<file path="config.mk">
export PLATFORM = sky130hd
export DESIGN_NAME = tri_phase_seq
export DESIGN_NICKNAME = d
export VERILOG_FILES = /design/src/rtl/tri_phase_pkg.sv /design/src/rtl/sine_rom.sv /design/src/rtl/step_timer.sv /design/src/rtl/bus_writer.sv /design/src/rtl/tri_phase_seq.sv
export SDC_FILE = /design/constraint.sdc
export NUM_CORES = 1
export LEC_CHECK = 0
export ABC_AREA = 1
export CORE_ASPECT_RATIO = 0.9
export CORE_MARGIN = 3
export CORE_UTILIZATION = 55
export DETAILED_ROUTE_END_ITERATION = 6
export GPL_TIMING_DRIVEN = 0
export PLACE_DENSITY_LB_ADDON = 0.3
export SYNTH_ARGS = -nofsm -noshare
export SYNTH_HDL_FRONTEND = slang
export SYNTH_SLANG_ARGS = --single-unit
</file>
<file path="constraint.sdc">
create_clock -name clk -period 3.6 [get_ports clk]
set_clock_uncertainty 0.15 [all_clocks]
set_input_delay 0.54 -clock clk [delete_from_list [all_inputs] [get_ports clk]]
set_output_delay 0.54 -clock clk [all_outputs]
set_load 0.1 [all_outputs]
</file>
<file path="src/rtl/tri_phase_pkg.sv">
package tri_phase_pkg;

  typedef enum logic [2:0] {
    SQ_IDLE,
    SQ_ISSUE,
    SQ_BUSY,
    SQ_WAIT,
    SQ_FETCH
  } seq_state_t;

  typedef enum logic [1:0] {
    WB_IDLE,
    WB_LOW,
    WB_HOLD
  } wbus_state_t;

  // channel numbering decoded by the converter
  localparam int CH_LEAD = 0;
  localparam int CH_MID  = 1;
  localparam int CH_LAG  = 2;
  localparam int CH_REF  = 3;

  localparam real TWO_PI = 6.283185307179586;
  localparam real HALF_TURN = 3.141592653589793;

  // odd power series, argument folded into [-pi, pi]
  function automatic real series_sin(input real x_in);
    real x;
    real term;
    real acc;
    x = x_in;
    if (x > HALF_TURN) x = x - TWO_PI;
    term = x;
    acc  = x;
    for (int k = 1; k <= 12; k++) begin
      term = -term * x * x / real'((2 * k) * (2 * k + 1));
      acc  = acc + term;
    end
    return acc;
  endfunction

  function automatic int sine_entry(input int idx, input int depth,
                                    input int mid, input int amp);
    real v;
    v = real'(mid) + real'(amp) * series_sin(TWO_PI * real'(idx) / real'(depth));
    return $rtoi(v + 0.5);
  endfunction

endpackage

</file>
<file path="src/rtl/sine_rom.sv">
module sine_rom #(
  parameter int IDX_W  = 8,
  parameter int DATA_W = 8,
  parameter int AMP    = 127
) (
  input  logic              clk,
  input  logic [IDX_W-1:0]  rd_addr,
  output logic [DATA_W-1:0] rd_data
);
  import tri_phase_pkg::*;

  localparam int DEPTH = 1 << IDX_W;
  localparam int MID   = 1 << (DATA_W - 1);

  logic [DATA_W-1:0] mem [DEPTH];

  initial begin
    for (int i = 0; i < DEPTH; i++) begin
      mem[i] = DATA_W'(sine_entry(i, DEPTH, MID, AMP));
    end
  end

  // registered read, one clock of latency
  always_ff @(posedge clk) begin
    rd_data <= mem[rd_addr];
  end

endmodule

</file>
<file path="src/rtl/step_timer.sv">
module step_timer #(
  parameter int DIV_W   = 16,
  parameter int MIN_DIV = 17
) (
  input  logic             clk,
  input  logic             rst,
  input  logic             run,
  input  logic [DIV_W-1:0] div_in,
  output logic             tick
);
  logic [DIV_W-1:0] period;
  logic [DIV_W-1:0] cnt;

  always_comb begin
    if (div_in < DIV_W'(MIN_DIV)) period = DIV_W'(MIN_DIV);
    else                          period = div_in;
  end

  assign tick = run && (cnt >= period - DIV_W'(1));

  always_ff @(posedge clk) begin
    if (rst || !run) begin
      cnt <= '0;
    end else if (cnt >= period - DIV_W'(1)) begin
      cnt <= '0;
    end else begin
      cnt <= cnt + DIV_W'(1);
    end
  end

endmodule

</file>
<file path="src/rtl/bus_writer.sv">
module bus_writer #(
  parameter int ADDR_W     = 2,
  parameter int DATA_W     = 8,
  parameter int STROBE_LEN = 2
) (
  input  logic              clk,
  input  logic              rst,
  input  logic              req,
  input  logic [ADDR_W-1:0] req_addr,
  input  logic [DATA_W-1:0] req_data,
  output logic              ready,
  output logic              done,
  output logic [ADDR_W-1:0] bus_addr,
  output logic [DATA_W-1:0] bus_data,
  output logic              bus_wr_n
);
  import tri_phase_pkg::*;

  localparam int CNT_W = $clog2(STROBE_LEN + 1);

  wbus_state_t      state;
  logic [CNT_W-1:0] low_cnt;

  assign ready = (state == WB_IDLE);
  assign done  = (state == WB_HOLD);

  always_ff @(posedge clk) begin
    if (rst) begin
      state    <= WB_IDLE;
      low_cnt  <= '0;
      bus_addr <= '0;
      bus_data <= '0;
      bus_wr_n <= 1'b1;
    end else begin
      unique case (state)
        WB_IDLE: begin
          if (req) begin
            bus_addr <= req_addr;
            bus_data <= req_data;
            bus_wr_n <= 1'b0;
            low_cnt  <= CNT_W'(STROBE_LEN - 1);
            state    <= WB_LOW;
          end
        end
        WB_LOW: begin
          if (low_cnt == '0) begin
            bus_wr_n <= 1'b1;
            state    <= WB_HOLD;
          end else begin
            low_cnt <= low_cnt - CNT_W'(1);
          end
        end
        WB_HOLD: state <= WB_IDLE;
        default: state <= WB_IDLE;
      endcase
    end
  end

endmodule

</file>
<file path="src/rtl/tri_phase_seq.sv">
module tri_phase_seq #(
  parameter int DATA_W     = 8,
  parameter int ADDR_W     = 2,
  parameter int IDX_W      = 8,
  parameter int DIV_W      = 16,
  parameter int STROBE_LEN = 2,
  parameter int AMP        = 127
) (
  input  logic              clk,
  input  logic              rst,
  input  logic              enable,
  input  logic [DIV_W-1:0]  step_div,
  input  logic [DATA_W-1:0] ref_code,
  output logic [ADDR_W-1:0] dac_addr,
  output logic [DATA_W-1:0] dac_data,
  output logic              dac_wr_n,
  output logic              wrap_pulse
);
  import tri_phase_pkg::*;

  localparam int DEPTH   = 1 << IDX_W;
  localparam int PH_MID  = (DEPTH + 1) / 3;
  localparam int PH_LAG  = (2 * DEPTH + 1) / 3;
  localparam int MIN_DIV = 3 * (STROBE_LEN + 3) + 2;
  localparam int NPHASE  = 3;

  seq_state_t        state;
  logic [ADDR_W-1:0] ch;
  logic [IDX_W-1:0]  base;
  logic              wrap_q;

  logic [IDX_W-1:0]  offs [NPHASE];
  logic [IDX_W-1:0]  rom_addr;
  logic [DATA_W-1:0] rom_q;
  logic              tick;
  logic              wr_req;
  logic              wr_ready;
  logic              wr_done;
  logic [DATA_W-1:0] wr_data;

  // phase offsets as fractions of the table length
  for (genvar p = 0; p < NPHASE; p++) begin : g_offs
    localparam int OFS = (p == 0) ? 0 : ((p == 1) ? PH_MID : PH_LAG);
    assign offs[p] = IDX_W'(OFS);
  end

  always_comb begin
    unique case (int'(ch))
      CH_MID:  rom_addr = base + offs[1];
      CH_LAG:  rom_addr = base + offs[2];
      default: rom_addr = base + offs[0];
    endcase
  end

  sine_rom #(
    .IDX_W (IDX_W),
    .DATA_W(DATA_W),
    .AMP   (AMP)
  ) rom_i (
    .clk    (clk),
    .rd_addr(rom_addr),
    .rd_data(rom_q)
  );

  step_timer #(
    .DIV_W  (DIV_W),
    .MIN_DIV(MIN_DIV)
  ) timer_i (
    .clk   (clk),
    .rst   (rst),
    .run   (state != SQ_IDLE),
    .div_in(step_div),
    .tick  (tick)
  );

  assign wr_data = (ch == ADDR_W'(CH_REF)) ? ref_code : rom_q;
  assign wr_req  = (state == SQ_ISSUE) && enable && wr_ready;

  bus_writer #(
    .ADDR_W    (ADDR_W),
    .DATA_W    (DATA_W),
    .STROBE_LEN(STROBE_LEN)
  ) wbus_i (
    .clk     (clk),
    .rst     (rst),
    .req     (wr_req),
    .req_addr(ch),
    .req_data(wr_data),
    .ready   (wr_ready),
    .done    (wr_done),
    .bus_addr(dac_addr),
    .bus_data(dac_data),
    .bus_wr_n(dac_wr_n)
  );

  always_ff @(posedge clk) begin
    if (rst) begin
      state  <= SQ_IDLE;
      ch     <= ADDR_W'(CH_LEAD);
      base   <= '0;
      wrap_q <= 1'b0;
    end else begin
      wrap_q <= 1'b0;
      unique case (state)
        SQ_IDLE: begin
          if (enable) begin
            state <= SQ_ISSUE;
            ch    <= ADDR_W'(CH_REF);
            base  <= '0;
          end
        end
        SQ_ISSUE: begin
          if (!enable)       state <= SQ_IDLE;
          else if (wr_ready) state <= SQ_BUSY;
        end
        SQ_BUSY: begin
          if (wr_done) begin
            if (!enable) begin
              state <= SQ_IDLE;
            end else if (ch == ADDR_W'(CH_REF)) begin
              state <= SQ_WAIT;
              ch    <= ADDR_W'(CH_LEAD);
            end else if (ch == ADDR_W'(CH_LAG)) begin
              state  <= SQ_WAIT;
              ch     <= ADDR_W'(CH_LEAD);
              base   <= base + IDX_W'(1);
              wrap_q <= (base == IDX_W'(DEPTH - 1));
            end else begin
              state <= SQ_FETCH;
              ch    <= ch + ADDR_W'(1);
            end
          end
        end
        SQ_WAIT: begin
          if (!enable)   state <= SQ_IDLE;
          else if (tick) state <= SQ_FETCH;
        end
        SQ_FETCH: begin
          if (!enable) state <= SQ_IDLE;
          else         state <= SQ_ISSUE;
        end
        default: state <= SQ_IDLE;
      endcase
    end
  end

  assign wrap_pulse = wrap_q;

endmodule

</file>
==> summary.txt <==
Die
  – Row cnt: 33
  – Core area: 9290 sq um
  – Starting Density: 57.7%
  – Die Y: 99.7 um
  – Die width: about 110 um
  – Die area: 11000 sq um
  – Ports: 39

STA
  – Total negative slack: 0 ns
  – Final Hold Violating Endpoints: 0
  – Final min period: roughly 3.5 ns
  – Final setup viols: 0
  – FMAX: roughly 290 MHz
  – Tightest Pin Transition: about 1.0 ns
  – Worst slew margin: 33.0%
  – Final Cycle Share: between 90% and 100%
  – Slew Viols, Final: 0
  – Post-route setup slack: 0.148 ns

Drt
  – Wire per inst: around 16 um
  – Starting DRT DRC Count: ~630
  – Post-DR vias/cell: 5.68
  – Post-route ant nets: 0
  – Vias: around 6200
  – DRT Wirelength: 17100 um
  – DRC Markers: 0
  – Number of detailed-route iterations in the first pass: 7

Flow run
  – MaxCap Viol Count: 0

Synthesis
  – Post-Syn Instances: approximately 910
  – Synth area leader: nand2_1
  – Count leader, synth: nand2_1
  – Area contributors post-synth: nand2_1 21%, dfxtp_1 20%, nand3_1 13%, ha_1 9.3%, inv_1 6.3%
  – Post-synth EDFFs: 0
  – Avg Inst Size Synth: 5.90 sq um
  – Mapped cell area: ~5400 sq um
  – Yosys top cell area share: 21.3%
  – Synth unique cells: 39
  – Ys async rst share: 0%
  – Synth Register Bits: between 50 and 60
  – Syn Nets: roughly 980
  – Main synth FF type: dfxtp_1
  – Synth warnings: 0
  – Top cells by count, synth: 304 x nand2_1, 144 x nand3_1, 90 x inv_1
  – Sequential-to-total area share from yosys stat: about a fifth

Layout
  – Fin nets: 1033
  – Synth-to-Final Area Change: 17.0%
  – Final Non-Filler Cells: around 1100
  – Layout cells sized above 1: a little under an eighth
  – N_diodes: 0
  – Multi-input gate area: between 3000 and 4000 sq um
  – Seq. cell area: approximately 1100 sq um
  – Fillers: between 900 and 1000

Clocking
  – Clock transition at the registers of the reported paths: 0.09 ns
  – Clk buf depth: 2
  – Clk sinks: 53
  – CTS buffer count: 5
  – CTS tree: done
  – Clk_lat worst skew: between 0.3 and 0.4 ns
  – Clock Tree Root: clkbuf_8
  – Clock H-tree levels: 2

Place
  – DP HPWL: ~13000 um
  – Gp weighted congestion: between 1 and 1.5
  – Placed Cells: 1069
  – PortBufs: 38
  – Dpl ws: -1.06 ns

Setup path
  – Req. time, crit path: about 3.7 ns
  – CP startpoint kind: primary input
  – CP arrival: approximately 3.5 ns
  – Worst path top cell family by delay: simple AND/OR/NAND/NOR gates
  – Max stage delay on crit path: 0.27 ns
  – CP max stage cell: ha_1
  – Largest fanout on the critical path: 6
  – CP endpoint kind: flip-flop
  – Critical path class: in -> reg
  – CP Buf/Inv Count: 8
  – Crit path cell chain: clkdlybuf4s15_1 -> inv_2 -> nand2_2 -> nor2_1 -> nand4_1 -> a21oi_2 -> inv_1 -> nand2_1 -> inv_1 -> ha_4 -> inv_2 -> nor2_2 -> buf_4 -> xnor2_2 -> ha_1 -> nand2_1 -> nor2_1 -> nor3_1 -> nand2_1 -> nand2_2 -> nand4_1 -> buf_6 -> buf_6 -> nor3b_2
  – Most frequent CP cell: nand2_1

Power
  – Leakage: between 3 and 4 nW
  – Power per Cell Area: 929 nW/um^2
  – Worst vdd ir: 732 uV

Hold path
  – Hold WC Path Type: reg -> reg

Global routing
  – Largest net degree at the start of global routing: 17
  – Overflow after GRT: 0
  – First-pass GRT wire length: 27000 um
  – Gr usage total: a little under a third
  – Vias in the first global route: 5524
  – Initial antenna violation count: 0

Outcome
  – Status: completed
==> report_power, final <==
group	switching (W)	internal [W]
clock	0.000193	0.000206
sequential	0.0000781	0.000711
combinational	0.00321	0.00142
total	0.00348	0.00234
==> kinds of logic (layout without fill, tap and decap cells) <==
group,after synthesis,count (layout),share of synthesized area [%]
AOI/OAI and AO/OA,87,87,8.96
xor gates and xnor gates,20,20,3.41
adders and majority gates,41,41,9.71
buffers and inverters,133,189,11.0
DFF,53,53,19.8
and+or+nand+nor,575,575,47.1
==> flip-flops by register name, indices dropped and copies added (netlist names), 2 cells and up <==
signal	cells
base	8
ch	2
rom_i.rd_data	8
state	3
timer_i.cnt	16
wbus_i.bus_addr	2
wbus_i.bus_data	8
wbus_i.low_cnt	2
wbus_i.state	2
==> cell type report <==
cell class / instances / area share [%]
Buffer: 34 / 3.69
Clock buffer: 5 / 1.10
Clock inverter: 2 / 0.618
Inverter: 99 / 5.92
Multi-Input combinational cell: 723 / 61.6
Sequential cell: 53 / 16.9
Tap cell: 122 / 2.43
Timing Repair Buffer: 49 / 7.74
==> path summary, 6_finish.rpt <==
kind                                                from                              end  slack, ns  cells after the start
worst max-delay path                         step_div[9]        timer_i.cnt[2]$_SDFF_PP0_       0.15                     24
worst min-delay path            rom_i.rd_data[4]$_DFF_P_  wbus_i.bus_data[4]$_SDFFE_PP0P_       0.33                      2
worst max register to register        ch[0]$_SDFFE_PP0P_         rom_i.rd_data[2]$_DFF_P_       0.27                     18
worst min register to register  rom_i.rd_data[4]$_DFF_P_  wbus_i.bus_data[4]$_SDFFE_PP0P_       0.33                      2
==> through the flow <==
step / utilization (%) / instance area, sq um / total power (W) / hold slack (ns)
floorplan: - / 5360 / 0.00402 / 0.280
global placement: 63.4 / 5890 / 0.00517 / 0.306
detailed placement: 63.4 / 5890 / 0.00514 / 0.312
CTS: 65.7 / 6100 / 0.00559 / 0.333
global route: 67.5 / 6270 / 0.00630 / 0.356
finish: 67.5 / 6270 / 0.00582 / 0.327
==> cell usage in the layout, fill, tap and decap left out, types with 3 or more instances in the layout <==
cell type        count
dlymetal6s2s_1       8
nor2_1              63
nand2_2             11
a211oi_1             3
buf_6                9
nand3_1            141
buf_2               17
a21oi_1             27
dfxtp_1             53
a31oi_1              9
xnor2_1              3
xor2_1              15
clkbuf_1             4
nand2_1            299
nor2_2               9
o21ai_0             28
o21ai_1              7
clkdlybuf4s15_1      3
inv_1               87
nand4_1             13
nor3_1              10
nor3b_2              8
buf_4               14
a21oi_2              4
inv_2               11
nand3_2              7
ha_1                38
clkdlybuf4s50_1     26
clkbuf_8             5
==> worst min-delay path, stage by stage, from the launching register on <==
cell and delay, ns:
dfxtp_1 0.31, nand2_1 0.06, a31oi_1 0.07
==> routing by layer <==
metal	vias to the layer above	part of all wire, %	GRT usage (%)
li1	3072	-	-
met4	0	2.0	5.85
met2	303	43	45.9
met5	-	0	0
met1	2754	45	44.9
met3	47	10	7.85
==> timing repair <==
| action | 4_1_cts | 5_1_grt |
|---|---|---|
| hold buffers | 0 | 0 |
| gates cloned | 1 | 0 |
| resized for setup | 19 | 43 |
| pin swaps | 5 | 20 |
| buffers inserted | 6 | 4 |
| endpoints found under the setup margin | 19 | 24 |
Note: power is estimated with default switching activity, not from simulation.
